**src/rtl/memwin_pkg.sv**
```systemverilog
package memwin_pkg;
  localparam int NUM_WIN  = 5;
  localparam int HOST_W   = 24;
  localparam int CARD_W   = 26;
  localparam int PG_BITS  = 12;
  localparam int PAGE_W   = HOST_W - PG_BITS;
  localparam int OFF_W    = CARD_W - PG_BITS;
  localparam int WS_W     = 2;
  localparam int DATA_W   = 16;
  localparam int IDX_W    = $clog2(NUM_WIN);

  // field positions inside the programming words
  localparam int B16_BIT  = 15;
  localparam int ZW_BIT   = 14;
  localparam int WS_LSB   = 14;
  localparam int WP_BIT   = 15;
  localparam int ATTR_BIT = 14;

  typedef enum logic [1:0] {
    FLD_START  = 2'd0,
    FLD_STOP   = 2'd1,
    FLD_OFFSET = 2'd2,
    FLD_ENABLE = 2'd3
  } cfgFld_e;

  typedef struct packed {
    logic              bus16;
    logic              zeroWait;
    logic [PAGE_W-1:0] startPage;
    logic [WS_W-1:0]   waitSt;
    logic [PAGE_W-1:0] stopPage;
    logic              wrProt;
    logic              attrSpace;
    logic [OFF_W-1:0]  pageOff;
  } winCfg_t;

  typedef struct packed {
    logic [NUM_WIN-1:0] ldStart;
    logic [NUM_WIN-1:0] ldStop;
    logic [NUM_WIN-1:0] ldOff;
    logic               ldEna;
    logic               reqTake;
    logic               reqWrite;
  } ctrlStb_t;
endpackage

```
**src/rtl/memwin_ctrl.sv**
```systemverilog
module memwin_ctrl
  import memwin_pkg::*;
#(
  parameter int NumWin = NUM_WIN,
  parameter int IdxW   = IDX_W
) (
  input  logic            cfgWrEn,
  input  logic [IdxW-1:0] cfgWin,
  input  logic [1:0]      cfgField,
  input  logic            hostValid,
  input  logic            hostWrite,
  output ctrlStb_t        stb
);
  cfgFld_e fld;
  logic [NumWin-1:0] winSel;

  assign fld = cfgFld_e'(cfgField);

  // one-hot window decode; indices past the last window select nothing
  always_comb begin
    winSel = '0;
    for (int i = 0; i < NumWin; i++) begin
      if (cfgWin == IdxW'(i)) winSel[i] = 1'b1;
    end
  end

  always_comb begin
    stb = '0;
    if (cfgWrEn) begin
      unique case (fld)
        FLD_START:  stb.ldStart = winSel;
        FLD_STOP:   stb.ldStop  = winSel;
        FLD_OFFSET: stb.ldOff   = winSel;
        FLD_ENABLE: stb.ldEna   = 1'b1;
        default:    stb.ldEna   = 1'b0;
      endcase
    end
    stb.reqTake  = hostValid;
    stb.reqWrite = hostValid & hostWrite;
  end
endmodule

```
**src/rtl/memwin_match.sv**
```systemverilog
module memwin_match
  import memwin_pkg::*;
#(
  parameter int PageW = PAGE_W
) (
  input  logic             winEna,
  input  logic [PageW-1:0] startPage,
  input  logic [PageW-1:0] stopPage,
  input  logic [PageW-1:0] hostPage,
  output logic             hit
);
  logic ordered;
  logic inRange;

  assign ordered = (startPage <= stopPage);
  assign inRange = (hostPage >= startPage) && (hostPage <= stopPage);
  assign hit     = winEna && ordered && inRange;
endmodule

```
**src/rtl/memwin_dp.sv**
```systemverilog
module memwin_dp
  import memwin_pkg::*;
#(
  parameter int NumWin = NUM_WIN,
  parameter int IdxW   = IDX_W,
  parameter int HostW  = HOST_W,
  parameter int CardW  = CARD_W,
  parameter int DataW  = DATA_W
) (
  input  logic             clk,
  input  logic             rstN,
  input  ctrlStb_t         stb,
  input  logic [DataW-1:0] cfgData,
  input  logic [HostW-1:0] hostAddr,
  output logic             hitValid,
  output logic [IdxW-1:0]  hitWin,
  output logic [CardW-1:0] cardAddr,
  output logic             attrSel,
  output logic [WS_W-1:0]  waitStates,
  output logic             bus16,
  output logic             zeroWait,
  output logic             wrBlocked,
  output logic             cardWrStrobe
);
  winCfg_t           cfgQ [NumWin];
  logic [NumWin-1:0] enaQ;
  logic [NumWin-1:0] winHit;
  logic [PAGE_W-1:0] hostPage;
  logic              anyHit;
  logic [IdxW-1:0]   selIdx;
  winCfg_t           selCfg;
  logic [CardW-1:0]  cardSum;
  logic              unusedCfgBits;

  assign unusedCfgBits = ^{cfgData[13:12], cfgData[DataW-1:NumWin]};
  assign hostPage = hostAddr[HostW-1:PG_BITS];

  // window register file
  always_ff @(posedge clk) begin
    if (!rstN) begin
      for (int i = 0; i < NumWin; i++) cfgQ[i] <= '0;
      enaQ <= '0;
    end else begin
      for (int i = 0; i < NumWin; i++) begin
        if (stb.ldStart[i]) begin
          cfgQ[i].bus16     <= cfgData[B16_BIT];
          cfgQ[i].zeroWait  <= cfgData[ZW_BIT];
          cfgQ[i].startPage <= cfgData[PAGE_W-1:0];
        end
        if (stb.ldStop[i]) begin
          cfgQ[i].waitSt    <= cfgData[WS_LSB +: WS_W];
          cfgQ[i].stopPage  <= cfgData[PAGE_W-1:0];
        end
        if (stb.ldOff[i]) begin
          cfgQ[i].wrProt    <= cfgData[WP_BIT];
          cfgQ[i].attrSpace <= cfgData[ATTR_BIT];
          cfgQ[i].pageOff   <= cfgData[OFF_W-1:0];
        end
      end
      if (stb.ldEna) enaQ <= cfgData[NumWin-1:0];
    end
  end

  // one comparator pair per window
  for (genvar g = 0; g < NumWin; g++) begin : g_win
    memwin_match #(.PageW(PAGE_W)) u_match (
      .winEna    (enaQ[g]),
      .startPage (cfgQ[g].startPage),
      .stopPage  (cfgQ[g].stopPage),
      .hostPage  (hostPage),
      .hit       (winHit[g])
    );
  end

  // lowest index wins: scan downward so the last assignment is the lowest
  always_comb begin
    anyHit = 1'b0;
    selIdx = '0;
    for (int i = NumWin - 1; i >= 0; i--) begin
      if (winHit[i]) begin
        anyHit = 1'b1;
        selIdx = IdxW'(i);
      end
    end
  end

  always_comb begin
    selCfg = '0;
    for (int i = 0; i < NumWin; i++) begin
      if (selIdx == IdxW'(i)) selCfg = cfgQ[i];
    end
  end

  // offset added in page units, result wrapped to the card width
  assign cardSum = {{(CardW-HostW){1'b0}}, hostAddr}
                 + {selCfg.pageOff, {PG_BITS{1'b0}}};

  always_ff @(posedge clk) begin
    if (!rstN) begin
      hitValid     <= 1'b0;
      hitWin       <= '0;
      cardAddr     <= '0;
      attrSel      <= 1'b0;
      waitStates   <= '0;
      bus16        <= 1'b0;
      zeroWait     <= 1'b0;
      wrBlocked    <= 1'b0;
      cardWrStrobe <= 1'b0;
    end else if (stb.reqTake && anyHit) begin
      hitValid     <= 1'b1;
      hitWin       <= selIdx;
      cardAddr     <= cardSum;
      attrSel      <= selCfg.attrSpace;
      waitStates   <= selCfg.waitSt;
      bus16        <= selCfg.bus16;
      zeroWait     <= selCfg.zeroWait;
      wrBlocked    <= stb.reqWrite && selCfg.wrProt;
      cardWrStrobe <= stb.reqWrite && !selCfg.wrProt;
    end else begin
      hitValid     <= 1'b0;
      hitWin       <= '0;
      cardAddr     <= '0;
      attrSel      <= 1'b0;
      waitStates   <= '0;
      bus16        <= 1'b0;
      zeroWait     <= 1'b0;
      wrBlocked    <= 1'b0;
      cardWrStrobe <= 1'b0;
    end
  end
endmodule

```
**src/rtl/page_window_map.sv**
```systemverilog
module page_window_map
  import memwin_pkg::*;
(
  input  logic                 clk,
  input  logic                 rstN,
  input  logic                 cfgWrEn,
  input  logic [IDX_W-1:0]     cfgWin,
  input  logic [1:0]           cfgField,
  input  logic [DATA_W-1:0]    cfgData,
  input  logic                 hostValid,
  input  logic                 hostWrite,
  input  logic [HOST_W-1:0]    hostAddr,
  output logic                 hitValid,
  output logic [IDX_W-1:0]     hitWin,
  output logic [CARD_W-1:0]    cardAddr,
  output logic                 attrSel,
  output logic [WS_W-1:0]      waitStates,
  output logic                 bus16,
  output logic                 zeroWait,
  output logic                 wrBlocked,
  output logic                 cardWrStrobe
);
  ctrlStb_t stb;

  memwin_ctrl #(.NumWin(NUM_WIN), .IdxW(IDX_W)) u_ctrl (
    .cfgWrEn   (cfgWrEn),
    .cfgWin    (cfgWin),
    .cfgField  (cfgField),
    .hostValid (hostValid),
    .hostWrite (hostWrite),
    .stb       (stb)
  );

  memwin_dp #(
    .NumWin (NUM_WIN),
    .IdxW   (IDX_W),
    .HostW  (HOST_W),
    .CardW  (CARD_W),
    .DataW  (DATA_W)
  ) u_dp (
    .clk          (clk),
    .rstN         (rstN),
    .stb          (stb),
    .cfgData      (cfgData),
    .hostAddr     (hostAddr),
    .hitValid     (hitValid),
    .hitWin       (hitWin),
    .cardAddr     (cardAddr),
    .attrSel      (attrSel),
    .waitStates   (waitStates),
    .bus16        (bus16),
    .zeroWait     (zeroWait),
    .wrBlocked    (wrBlocked),
    .cardWrStrobe (cardWrStrobe)
  );
endmodule

```
**config.mk**
```make
export PLATFORM = sky130hd
export DESIGN_NAME = page_window_map
export DESIGN_NICKNAME = d
export VERILOG_FILES = /design/src/rtl/memwin_pkg.sv /design/src/rtl/memwin_ctrl.sv /design/src/rtl/memwin_match.sv /design/src/rtl/memwin_dp.sv /design/src/rtl/page_window_map.sv
export SDC_FILE = /design/constraint.sdc
export NUM_CORES = 1
export LEC_CHECK = 0
export CORE_MARGIN = 4
export CORE_UTILIZATION = 44
export DETAILED_ROUTE_END_ITERATION = 8
export GPL_ROUTABILITY_DRIVEN = 1
export MAX_ROUTING_LAYER = met4
export PLACE_DENSITY_LB_ADDON = 0.1
export SLEW_MARGIN = 5
export SYNTH_ARGS = -nofsm -noshare
export SYNTH_HDL_FRONTEND = slang
export SYNTH_SLANG_ARGS = --single-unit
export TNS_END_PERCENT = 100
```
**constraint.sdc**
```tcl
create_clock -name clk -period 12.93 [get_ports clk]
set_input_delay 1.293 -clock clk [delete_from_list [all_inputs] [get_ports clk]]
set_output_delay 1.293 -clock clk [all_outputs]
set_load 0.01 [all_outputs]
```
==> results.py <==
metrics = {
    "sta": {
        "maxSlewHeadroom": 0.263,
        "max_freq_mhz": 139,
        "finClkSkew_ns": 0.0122,
        "rsz0062_at_grt": "no",
        "holdWs_ns": 0.523,
        "tightest_slew_ns": 1.10,
        "setup_violations": 0,
        "period_minus_slack_ns": 7.20,
        "min_period_over_period": 0.557,
        "final_max_slew_viol_count": 0,
        "tns_ns": 0,
        "hold_viol_final": 0,
    },
    "clock_network": {
        "postCtsSetupRepairBufs": 0,
        "clk_latency_ns": 0.56,
        "cts_max_path_buffers": 3,
        "htree_levels": 1,
        "cts_root_buffer": "clkbuf_16",
        "clk_pin_slew_ns": 0.06,
        "post_cts_resized": 0,
        "cts_sinks": 262,
        "numCtsBuffers": 29,
        "cts_tree": "built",
        "holdBufCountCts": 0,
    },
    "placed_design": {
        "post-dp-hpwl_um": 26000,
        "port_buffers": 86,
        "dp.cells": 1602,
        "routabilityCongestion": 0.893,
    },
    "floorplanning": {
        "die-area_um2": 34300,
        "core-area_um2": 30700,
        "chipWidth_um": 185,
        "pin_count": 87,
        "die_h_um": 185,
        "initial_utilization": 0.449,
        "rows": 64,
    },
    "critical_path": {
        "crit_type": "in -> reg",
        "rr_worst_depth": 23,
        "worstSetupStartpoint": "hostAddr[21]",
        "cp-end-kind": "register",
        "required_ns": 13.42,
        "rr_endpoint": "u_dp.cardAddr[24]",
        "worstReg2RegStart": "u_dp.cfgQ[2][39]",
        "ff2ff_setup_slack_ns": 7.18,
        "crit_arrival_ns": 7.69,
        "crit_fanout": 30,
        "cp-start-kind": "input port",
    },
    "detailed_routing": {
        "post_drt_wl_per_cell_um": 22.0,
        "drt-pass1-iter-count": 5,
        "drc": 0,
        "final_antenna_net_count": 0,
        "drt-initial-drc-count": 527,
        "wirelength_um": 36400,
        "via_count": 9084,
        "viasPerCell": 5.48,
    },
    "finish": {
        "layout_common_cells": "edfxtp_1, ha_1, inv_1",
        "syn2layout_area_growth_pct": 17.6,
        "final_layout_size_suffix_gt1_frac": 0.0794,
        "fin_cells": 1658,
        "final_common_cell": "edfxtp_1",
        "nets": 1480,
        "n_fill_cell": 2717,
    },
    "power": {
        "power.net_switching_uw": 521,
        "pwr-share-comb": 0.129,
        "seq_power_share": 0.461,
        "leakage_nw": 6.73,
        "p_clk_frac": 0.410,
        "peakVddDrop_uv": 105,
        "internal_power_mw": 1.61,
        "swShare": 0.244,
        "p_per_area_nw_per_um2": 131,
    },
    "hold_path": {
        "hold_start": "u_dp.enaQ[4]",
        "min_delay_path_depth": 2,
        "holdCritPathClass": "reg -> reg",
        "holdPathEnd": "u_dp.enaQ[4]",
    },
    "outcome": {
        "status": "completed",
    },
    "global_routing": {
        "busiest_layer": "met2",
        "met3_usage": 0.0299,
        "grt_first_pass_wirelength_um": 54200,
        "met1_usage": 0.294,
        "grt_pass1_vias": 9079,
        "grt_antenna_before_repair": 1,
        "grt_max_degree": 31,
        "grt_usage": 0.218,
        "gr-total-overflow": 0,
        "use_met2": 0.351,
    },
    "synth": {
        "synth_area_um2": 13800,
        "syn-mean-instance-area_um2": 12.3,
        "synthArstFlopShare": 0,
        "ys_ff_latch": 262,
        "synth_fp_nets": 1366,
        "synthCells": 1123,
        "synth_ff_type": "edfxtp_1",
        "yosysWarnings": 0,
        "yosysUniqueCellTypes": 77,
        "yosysSeqAreaShare": 0.540,
        "synth-edff-count": 220,
    },
    "run": {
        "max_cap_viol_count": 0,
    },
}
[cells in the mapped netlist (3+ instances only)]
cell	n	share of area
o21bai_1	3	0.0016
xnor2_1	6	0.0038
o211ai_1	8	0.0044
nand3_1	15	0.0054
o21ai_1	4	0.0015
and4_1	3	0.0019
or3_1	5	0.0023
inv_1	122	0.033
xor2_1	3	0.0019
nor3_1	7	0.0025
edfxtp_1	220	0.48
nand2_1	44	0.012
a31oi_1	15	0.0068
a222oi_1	19	0.014
a211oi_1	10	0.0054
nand2b_1	9	0.0041
nor2b_1	19	0.0086
mux2i_1	8	0.0058
and2_1	75	0.034
nand4_1	32	0.015
a211o_1	6	0.0038
dfxtp_1	42	0.061
ha_1	192	0.17
o211ai_2	3	0.0027
buf_2	5	0.0018
mux2_2	5	0.0041
nor2_1	49	0.013
a21oi_1	64	0.023
a21o_1	31	0.017
clkbuf_1	9	0.0024
o21ai_0	31	0.011
[state kept, by name (all words and copies together) (netlist names), 2 cells and up]
register         flops
u_dp.cfgQ          220
u_dp.cardAddr       26
u_dp.enaQ            5
u_dp.hitWin          3
u_dp.waitStates      2
[metal layers]
metal | vias up | share of wire
met5 | - | 0
met4 | 0 | 0.024
met3 | 54 | 0.054
met2 | 232 | 0.47
met1 | 4379 | 0.45
li1 | 4419 | -
[power groups by stage]
stage / clock network, mW / logic, mW / registers, mW
after global placement: 0 / 0.271 / 1.00
after detailed placement: 0 / 0.275 / 1.00
after global routing: 0.931 / 0.311 / 0.989
final: 0.875 / 0.274 / 0.985
after CTS: 0.896 / 0.277 / 0.985
after floorplan: 0 / 0.176 / 0.996
[worst max-delay path, cell delays in order]
cell and delay, ns:
clkdlybuf4s50_1 0.89, ha_1 0.54, a21o_1 0.18, a21o_1 0.17, a211oi_1 0.25, a21boi_1 0.33, nor4b_4 0.14, nor2b_2 0.29
nand4_2 0.71, nor2_1 0.30, a31oi_1 0.07, ha_1 0.26, fa_1 0.40, a21o_1 0.19, a21oi_1 0.20, o21bai_1 0.09
a21oi_1 0.23, o21bai_1 0.08, a21oi_1 0.22, o21ai_0 0.20, o41ai_1 0.33, o21ai_0 0.15, a21oi_1 0.15
[through the flow]
step / area (µm²) / power (mW) / worst slack (ns) / utilization
global route: 16200 / 2.23 / 5.38 / 0.528
floorplan: 13800 / 1.17 / 7.29 / -
CTS: 16200 / 2.16 / 5.78 / 0.528
global placement: 15200 / 1.27 / 5.26 / 0.494
detailed placement: 15200 / 1.28 / 5.19 / 0.494
finish: 16200 / 2.13 / 5.73 / 0.528
[final cells by class]
type,instances,area [µm²],area share
antenna,2,5.00,0.000308
inverter,125,470,0.0290
tap,396,495,0.0305
timing repair buffer,101,973,0.0600
multi-input combinational,718,5800,0.357
clock inverter,10,118,0.00725
sequential,262,7450,0.459
clock buffer,44,927,0.0571
[kinds of logic after synthesis]
group                    share of synthesized area
flip-flops                                   0.540
multiplexers                               0.00988
XOR/XNOR                                   0.00571
AO/OA/AOI/OAI                                0.117
adder cells (fa/ha/maj)                      0.176
buffers and inverters                       0.0411
AND/OR/NAND/NOR                              0.111
[worst max-delay path by stage]
stage / to / slack (ns) / cells past startpoint
floorplan: u_dp.cardAddr[24] / 7.29 / 25
global placement: u_dp.cardAddr[24] / 5.26 / 23
detailed placement: u_dp.cardAddr[24] / 5.19 / 23
CTS: u_dp.cardAddr[24] / 5.78 / 23
global route: u_dp.cardAddr[24] / 5.38 / 23
finish: u_dp.cardAddr[24] / 5.73 / 23
No activity file was read; power rests on OpenSTA's default activity.
